**config.mk**
```make
export PLATFORM = sky130hd
export DESIGN_NAME = mini_uart
export DESIGN_NICKNAME = d
export VERILOG_FILES = /design/src/rtl/uart_pkg.sv /design/src/rtl/uart_fifo.sv /design/src/rtl/uart_tx.sv /design/src/rtl/uart_rx.sv /design/src/rtl/mini_uart.sv
export SDC_FILE = /design/constraint.sdc
export NUM_CORES = 1
export LEC_CHECK = 0
export ABC_CLOCK_PERIOD_IN_PS = 5800
export CORE_MARGIN = 2
export CORE_UTILIZATION = 61
export CTS_CLUSTER_SIZE = 30
export DETAILED_ROUTE_END_ITERATION = 10
export HOLD_SLACK_MARGIN = 0.03
export PLACE_DENSITY = 0.82
export REMOVE_ABC_BUFFERS = 1
export SYNTH_ARGS = -nofsm -noshare
export SYNTH_HDL_FRONTEND = slang
export SYNTH_SLANG_ARGS = --single-unit
```
**constraint.sdc**
```tcl
create_clock -name clk -period 5.8 [get_ports clk]
set_input_delay 1.45 -clock clk [delete_from_list [all_inputs] [get_ports clk]]
set_output_delay 1.45 -clock clk [all_outputs]
set_load 0.02 [all_outputs]
```
**src/rtl/uart_pkg.sv**
```systemverilog
package uart_pkg;
    localparam int DIV_W   = 16;
    localparam int BYTE_W  = 8;
    localparam int Q_DEPTH = 8;
    localparam int CNT_W   = DIV_W + 3;

    localparam logic [3:0] OFS_DATA  = 4'd0;
    localparam logic [3:0] OFS_IEN   = 4'd1;
    localparam logic [3:0] OFS_IID   = 4'd2;
    localparam logic [3:0] OFS_LINE  = 4'd3;
    localparam logic [3:0] OFS_MCTL  = 4'd4;
    localparam logic [3:0] OFS_LSTAT = 4'd5;
    localparam logic [3:0] OFS_MSTAT = 4'd6;
    localparam logic [3:0] OFS_SCR   = 4'd7;
    localparam logic [3:0] OFS_XCTL  = 4'd8;
    localparam logic [3:0] OFS_XSTAT = 4'd9;
    localparam logic [3:0] OFS_DIV   = 4'd10;

    typedef enum logic [1:0] {TX_IDLE, TX_START, TX_DATA, TX_STOP} tx_state_t;
    typedef enum logic [1:0] {RX_IDLE, RX_START, RX_DATA, RX_STOP} rx_state_t;
endpackage

```
**src/rtl/uart_fifo.sv**
```systemverilog
module uart_fifo #(
    parameter int W     = 8,
    parameter int DEPTH = 8
) (
    input  logic         clk,
    input  logic         rst_n,
    input  logic         flush,
    input  logic         push,
    input  logic [W-1:0] din,
    input  logic         pop,
    output logic [W-1:0] head,
    output logic         empty,
    output logic         full
);
    localparam int AW = $clog2(DEPTH);

    logic [W-1:0] mem [DEPTH];
    logic [AW-1:0] rp, wp;
    logic [AW:0]   cnt;
    logic do_push, do_pop;

    assign empty   = (cnt == '0);
    assign full    = (cnt == (AW+1)'(DEPTH));
    assign do_push = push && !full;
    assign do_pop  = pop && !empty;
    assign head    = mem[rp];

    always_ff @(posedge clk) begin
        if (!rst_n || flush) begin
            rp  <= '0;
            wp  <= '0;
            cnt <= '0;
        end else begin
            if (do_push) begin
                mem[wp] <= din;
                wp <= (wp == AW'(DEPTH-1)) ? '0 : wp + 1'b1;
            end
            if (do_pop)
                rp <= (rp == AW'(DEPTH-1)) ? '0 : rp + 1'b1;
            cnt <= cnt + (AW+1)'(do_push) - (AW+1)'(do_pop);
        end
    end
endmodule

```
**src/rtl/uart_tx.sv**
```systemverilog
module uart_tx
    import uart_pkg::*;
(
    input  logic             clk,
    input  logic             rst_n,
    input  logic             en,
    input  logic [CNT_W-1:0] bit_cycles,
    input  logic             eight,
    input  logic             brk,
    input  logic             have_data,
    input  logic [7:0]       data,
    output logic             pop,
    output logic             busy,
    output logic             txd
);
    tx_state_t state_q, state_d;
    logic [CNT_W-1:0] cnt;
    logic [2:0] idx;
    logic [7:0] shreg;
    logic last;

    assign last = (cnt == bit_cycles - 1'b1);
    assign pop  = (state_q == TX_IDLE) && (state_d == TX_START);
    assign busy = (state_q != TX_IDLE);

    always_ff @(posedge clk) begin
        if (!rst_n) state_q <= TX_IDLE;
        else        state_q <= state_d;
    end

    always_comb begin
        state_d = state_q;
        unique case (state_q)
            TX_IDLE:  if (en && have_data) state_d = TX_START;
            TX_START: if (last) state_d = TX_DATA;
            TX_DATA:  if (last && idx == (eight ? 3'd7 : 3'd6)) state_d = TX_STOP;
            TX_STOP:  if (last) state_d = TX_IDLE;
        endcase
    end

    always_ff @(posedge clk) begin
        if (!rst_n) begin
            cnt   <= '0;
            idx   <= '0;
            shreg <= '0;
        end else begin
            cnt <= (last || state_q == TX_IDLE) ? '0 : cnt + 1'b1;
            if (pop) begin
                shreg <= data;
                idx   <= '0;
            end else if (state_q == TX_DATA && last) begin
                shreg <= {1'b0, shreg[7:1]};
                idx   <= idx + 1'b1;
            end
        end
    end

    always_comb begin
        unique case (state_q)
            TX_IDLE:  txd = 1'b1;
            TX_START: txd = 1'b0;
            TX_DATA:  txd = shreg[0];
            TX_STOP:  txd = 1'b1;
        endcase
        if (brk) txd = 1'b0;
    end
endmodule

```
**src/rtl/uart_rx.sv**
```systemverilog
module uart_rx
    import uart_pkg::*;
(
    input  logic             clk,
    input  logic             rst_n,
    input  logic             en,
    input  logic [CNT_W-1:0] bit_cycles,
    input  logic             eight,
    input  logic             rxd_s,
    output logic             push,
    output logic [7:0]       data
);
    rx_state_t state_q, state_d;
    logic [CNT_W-1:0] cnt;
    logic [2:0] idx;
    logic [7:0] shreg;
    logic tick;

    always_comb begin
        if (state_q == RX_START) tick = (cnt == (bit_cycles >> 1) - 1'b1);
        else                     tick = (cnt == bit_cycles - 1'b1);
    end

    always_ff @(posedge clk) begin
        if (!rst_n) state_q <= RX_IDLE;
        else        state_q <= state_d;
    end

    always_comb begin
        state_d = state_q;
        unique case (state_q)
            RX_IDLE:  if (en && !rxd_s) state_d = RX_START;
            RX_START: if (tick) state_d = rxd_s ? RX_IDLE : RX_DATA;
            RX_DATA:  if (tick && idx == (eight ? 3'd7 : 3'd6)) state_d = RX_STOP;
            RX_STOP:  if (tick) state_d = RX_IDLE;
        endcase
    end

    always_ff @(posedge clk) begin
        if (!rst_n) begin
            cnt   <= '0;
            idx   <= '0;
            shreg <= '0;
        end else begin
            cnt <= (tick || state_q == RX_IDLE) ? '0 : cnt + 1'b1;
            if (state_q == RX_START) begin
                idx <= '0;
            end else if (state_q == RX_DATA && tick) begin
                shreg <= {rxd_s, shreg[7:1]};
                idx   <= idx + 1'b1;
            end
        end
    end

    assign push = (state_q == RX_STOP) && tick;
    assign data = eight ? shreg : {1'b0, shreg[7:1]};
endmodule

```
**src/rtl/mini_uart.sv**
```systemverilog
module mini_uart
    import uart_pkg::*;
(
    input  logic        clk,
    input  logic        rst_n,
    input  logic [3:0]  bus_addr,
    input  logic        bus_wr,
    input  logic        bus_rd,
    input  logic [15:0] bus_wdata,
    output logic [15:0] bus_rdata,
    output logic        irq,
    output logic        txd,
    input  logic        rxd,
    output logic        rts,
    input  logic        cts
);
    logic [3:0]       ier_q;
    logic [1:0]       wlen_q;
    logic             lcr_brk;
    logic             rts_q;
    logic [7:0]       scr_q;
    logic [1:0]       xctl_q;
    logic [DIV_W-1:0] div_q;
    logic             ovr_q;
    logic [1:0]       rxd_sync, cts_sync;

    logic eight, lsr_rd, wr_iid, rx_flush, tx_flush;
    logic rx_push, rx_empty, rx_full, tx_pop, tx_empty, tx_full, tx_busy;
    logic [7:0] rx_byte, rx_head, tx_head;
    logic [CNT_W-1:0] bit_cycles;
    logic rx_src, tx_src, gate;
    logic [7:0] iir_val, lsr_val;

    assign eight      = (wlen_q == 2'b11);
    assign bit_cycles = {(div_q == '0) ? DIV_W'(1) : div_q, 3'b000};
    assign lsr_rd     = bus_rd && bus_addr == OFS_LSTAT;
    assign wr_iid     = bus_wr && bus_addr == OFS_IID;
    assign rx_flush   = wr_iid && bus_wdata[1];
    assign tx_flush   = wr_iid && bus_wdata[2];

    always_ff @(posedge clk) begin
        if (!rst_n) begin
            ier_q    <= '0;
            wlen_q   <= '0;
            lcr_brk  <= 1'b0;
            rts_q    <= 1'b0;
            scr_q    <= '0;
            xctl_q   <= 2'b11;
            div_q    <= DIV_W'(1);
            ovr_q    <= 1'b0;
            rxd_sync <= 2'b11;
            cts_sync <= 2'b00;
        end else begin
            rxd_sync <= {rxd_sync[0], rxd};
            cts_sync <= {cts_sync[0], cts};
            if (bus_wr) begin
                case (bus_addr)
                    OFS_IEN:  ier_q <= bus_wdata[3:0];
                    OFS_LINE: begin
                        wlen_q  <= bus_wdata[1:0];
                        lcr_brk <= bus_wdata[6];
                    end
                    OFS_MCTL: rts_q  <= bus_wdata[1];
                    OFS_SCR:  scr_q  <= bus_wdata[7:0];
                    OFS_XCTL: xctl_q <= bus_wdata[1:0];
                    OFS_DIV:  div_q  <= bus_wdata[DIV_W-1:0];
                    default:  ;
                endcase
            end
            if (rx_push && rx_full && !rx_flush) ovr_q <= 1'b1;
            else if (lsr_rd)                     ovr_q <= 1'b0;
        end
    end

    uart_fifo #(.W(BYTE_W), .DEPTH(Q_DEPTH)) u_rxq (
        .clk(clk), .rst_n(rst_n), .flush(rx_flush),
        .push(rx_push), .din(rx_byte),
        .pop(bus_rd && bus_addr == OFS_DATA),
        .head(rx_head), .empty(rx_empty), .full(rx_full));

    uart_fifo #(.W(BYTE_W), .DEPTH(Q_DEPTH)) u_txq (
        .clk(clk), .rst_n(rst_n), .flush(tx_flush),
        .push(bus_wr && bus_addr == OFS_DATA), .din(bus_wdata[7:0]),
        .pop(tx_pop),
        .head(tx_head), .empty(tx_empty), .full(tx_full));

    uart_tx u_tx (
        .clk(clk), .rst_n(rst_n), .en(xctl_q[1]), .bit_cycles(bit_cycles),
        .eight(eight), .brk(lcr_brk), .have_data(!tx_empty), .data(tx_head),
        .pop(tx_pop), .busy(tx_busy), .txd(txd));

    uart_rx u_rx (
        .clk(clk), .rst_n(rst_n), .en(xctl_q[0]), .bit_cycles(bit_cycles),
        .eight(eight), .rxd_s(rxd_sync[1]), .push(rx_push), .data(rx_byte));

    assign gate   = ier_q[2] && ier_q[3];
    assign rx_src = gate && ier_q[0] && !rx_empty;
    assign tx_src = gate && ier_q[1] && !tx_full && !rx_src;
    assign irq    = rx_src || tx_src;
    assign iir_val = {5'b0, rx_src, tx_src, irq};
    assign lsr_val = {1'b0, tx_empty && !tx_busy, !tx_full, 3'b0, ovr_q, !rx_empty};
    assign rts    = rts_q;

    always_comb begin
        bus_rdata = '0;
        case (bus_addr)
            OFS_DATA:  bus_rdata[7:0] = rx_empty ? 8'h00 : rx_head;
            OFS_IEN:   bus_rdata[3:0] = ier_q;
            OFS_IID:   bus_rdata[7:0] = iir_val;
            OFS_LINE:  bus_rdata[7:0] = {1'b0, lcr_brk, 4'b0, wlen_q};
            OFS_MCTL:  bus_rdata[1]   = rts_q;
            OFS_LSTAT: bus_rdata[7:0] = lsr_val;
            OFS_MSTAT: bus_rdata[5]   = cts_sync[1];
            OFS_SCR:   bus_rdata[7:0] = scr_q;
            OFS_XCTL:  bus_rdata[1:0] = xctl_q;
            OFS_XSTAT: bus_rdata[1:0] = {!tx_full, !rx_empty};
            OFS_DIV:   bus_rdata[DIV_W-1:0] = div_q;
            default:   bus_rdata = '0;
        endcase
    end
endmodule

```
==> impl_metrics.env <==
export IMPL_rsz0062_at_grt="false"
export IMPL_skew_ps=15.3
export IMPL_cp_slowest_cell="clkdlybuf4s50_1"
export IMPL_holdPathEnd="rxd_sync[1]"
export IMPL_finalSetupTns_ps=0
export IMPL_cts_sinks=257
export IMPL_n_antenna_cell=0
export IMPL_routabilityCongestion=0.925
export IMPL_finalHoldViolCount=0
export IMPL_seqPwrFrac_pct=47.6
export IMPL_crit_top_cell="clkdlybuf4s50_1"
export IMPL_num_rows=51
export IMPL_ys_seq_elements=257
export IMPL_yosysSeqAreaShare_pct=52.5
export IMPL_drive_gt1_share_pct=11.4
export IMPL_initial_core_util_pct=62.5
export IMPL_yosysMostFrequentCell="dfxtp_1"
export IMPL_numCtsBuffers=26
export IMPL_grt_total_usage_pct=25.0
export IMPL_switching_share_pct=25.2
export IMPL_crit_type="in2out"
export IMPL_synthTopCellsByArea="edfxtp_1 (31%), dfxtp_1 (21%), mux4_2 (5.9%)"
export IMPL_insertion_delay_ps=520
export IMPL_fin_nets=1173
export IMPL_ant_nets=0
export IMPL_irDropWorstVdd_uv=310
export IMPL_yosysWarnings=0
export IMPL_worst_setup_path_end_kind="primary output"
export IMPL_die_width_um=146
export IMPL_clkSlewWorstSetupHoldPaths_ps=60
export IMPL_hpwl_um=18900
export IMPL_required_ps=4350
export IMPL_ys_async_sr_fraction_pct=0
export IMPL_grt_ovfl_total=0
export IMPL_hold_path_class="reg2reg"
export IMPL_tightestPinTransition_ps=1040
export IMPL_final_max_slew_violation_count=0
export IMPL_reg2reg_slack_ps=690
export IMPL_p_leak_nw=4.81
export IMPL_yosys_area_top_type="edfxtp_1"
export IMPL_synth_edf_count=128
export IMPL_routed_wl_um=26900
export IMPL_fmax_mhz=194
export IMPL_yosysUniqueCellTypes=81
export IMPL_clkPwrFrac_pct=38.1
export IMPL_relSlewSlack_pct=30.7
export IMPL_p_comb_share_pct=14.3
export IMPL_switchingPower_mw=1.08
export IMPL_dieArea_um2=21200
export IMPL_cp_cell_sequence="clkdlybuf4s50_1, nand2b_1, nor2_1, a22o_1, nand2_1, o21ai_0, clkdlybuf4s50_1"
export IMPL_post_cts_buffers=0
export IMPL_htree_num_levels=1
export IMPL_drtPass1Iterations=7
export IMPL_dieHeight_um=146
export IMPL_crit_family="buffers and inverters"
export IMPL_drcViolationCount=0
export IMPL_drv_cap=0
export IMPL_hp_start="rxd_sync[0]"
export IMPL_area_growth_pct=12.5
export IMPL_grt_pass1_vias=8181
export IMPL_cp_arrival_ps=3700
export IMPL_r2r_end="u_rxq.mem[2][6]"
export IMPL_setup_viol=0
export IMPL_clockBufferDepth=3
export IMPL_num_io_pins=45
export IMPL_syn_area_per_cell_um2=11.3
export IMPL_port_buffers=44
export IMPL_status="finished clean"
export IMPL_num_fill_cells=1408
export IMPL_wl_per_cell_um=19.2
export IMPL_syn_inst=1081
export IMPL_r2r_cells=13
export IMPL_synth_flop_cell="dfxtp_1"
export IMPL_grt_start_max_net_pins=27
export IMPL_cts_root_buf="clkbuf_16"
export IMPL_cp_start_kind="input pin"
export IMPL_vias_per_cell=6.03
export IMPL_cp_buffers_inverters=2
export IMPL_p_int_mw=3.22
export IMPL_timing_rr_start="div_q[8]"
export IMPL_core_um2=19600
export IMPL_grt_first_pass_wirelength_um=42600
export IMPL_cts_hold_buf=0
export IMPL_holdPathStages=1
export IMPL_period_minus_slack_ps=5150
export IMPL_final_core_util_pct=70.3
export IMPL_first_iter_violations=617
export IMPL_power_density_nw_per_um2=312
export IMPL_fin_ws_ps=650
export IMPL_cts_tree="yes"
export IMPL_vias=8448
export IMPL_dp_slack_ps=707
export IMPL_slowest_delay_ps=690
export IMPL_period_share_pct=88.8
export IMPL_yosysTopAreaCellShare_pct=31.4
export IMPL_netlist_area_um2=12200
export IMPL_synth_common_cells="dfxtp_1 (129), edfxtp_1 (128), nor2_1 (128), nand2_1 (93), mux2i_1 (56)"
export IMPL_postCtsResizedCells=0
export IMPL_cp_max_fo=11
export IMPL_antenna_found_initial=1
==> placed cells by master, fill, tap and decap left out, types with 4 or more instances in the layout <==
cell             count
nor3_1              16
dfxtp_1            129
nand3_1             39
a22oi_1              5
buf_4               22
edfxtp_1           128
nand2b_1            11
mux4_2              32
o211ai_1             4
o31ai_1              5
or4_1                5
or3_1                7
clkbuf_16           27
nand4b_1             4
xor2_1              34
mux2i_1             56
ha_1                29
nor2_1             128
clkdlybuf4s50_1     44
nand3b_1             6
nor2b_1              7
mux2_2              16
o21ai_0             22
and3_1              21
inv_1               28
nor4_1              12
clkbuf_1             7
and2_1               8
xnor2_1             45
nand4_1             15
a21oi_1             41
nand2_1             93
clkinv_1             5
==> cell families after synthesis <==
| group | share of synthesized area [%] |
|---|---|
| xor gates and xnor gates | 6.21 |
| DFF | 52.5 |
| buffers and inverters | 2.96 |
| AOI/OAI and AO/OA | 6.74 |
| muxes | 11.9 |
| and+or+nand+nor | 16.4 |
| adders and majority gates | 3.29 |
==> area by class of cell <==
cell class | instances | area, µm² | area share, %
Multi-Input combinational cell | 736 | 5450 | 39.6
Clock buffer | 36 | 729 | 5.30
Sequential cell | 257 | 6430 | 46.7
Clock inverter | 12 | 114 | 0.827
Inverter | 29 | 109 | 0.791
Timing Repair Buffer | 66 | 606 | 4.40
Tap cell | 265 | 332 | 2.41
==> power by group through the flow <==
stage	Combinational, mW	Clock [mW]	Sequential [mW]
floorplan	0.428	0	2.06
global placement	0.584	0	2.08
detailed placement	0.607	0	2.09
CTS	0.614	1.66	2.05
global route	0.669	1.74	2.06
finish	0.613	1.64	2.05
==> worst max-delay path by stage <==
stage	start	endpoint	slack (ps)	cells after the start
detailed placement	bus_addr[2]	bus_rdata[7]	710	7
CTS	bus_addr[2]	bus_rdata[7]	690	7
floorplan	div_q[8]	u_rxq.mem[1][0]	900	12
global route	div_q[8]	u_rxq.mem[6][6]	470	13
global placement	bus_addr[2]	bus_rdata[7]	690	5
finish	bus_addr[2]	bus_rdata[7]	650	7
==> flip-flops by register name (all words and copies together) (netlist names), 4 cells and up, named ones only <==
signal,flops
u_tx.shreg,8
u_rx.shreg,8
u_rx.cnt,19
u_rxq.cnt,4
ier_q,4
u_txq.mem,64
u_tx.cnt,19
u_txq.cnt,4
scr_q,8
div_q,16
u_rxq.mem,64
==> metrics by stage <==
step | instance area, µm² | instances | hold slack [ps] | power (mW)
2_1_floorplan | 12000 | 1022 | 386 | 2.49
3_3_place_gp | 12900 | 1353 | 395 | 2.67
3_5_place_dp | 12900 | 1353 | 419 | 2.69
4_1_cts | 13800 | 1401 | 434 | 4.32
5_1_grt | 13800 | 1401 | 446 | 4.47
6_report | 13800 | 1401 | 424 | 4.30
==> per-layer routing <==
metal / global-route usage (%) / vias to the layer above / part of all wire [%]
li1: - / 4010 / -
met2: 42.2 / 261 / 49
met4: 9.80 / 2 / 4.1
met3: 3.54 / 72 / 5.2
met5: 0 / - / 0.026
met1: 32.8 / 4103 / 42
No activity file was read; power rests on OpenSTA's default activity.
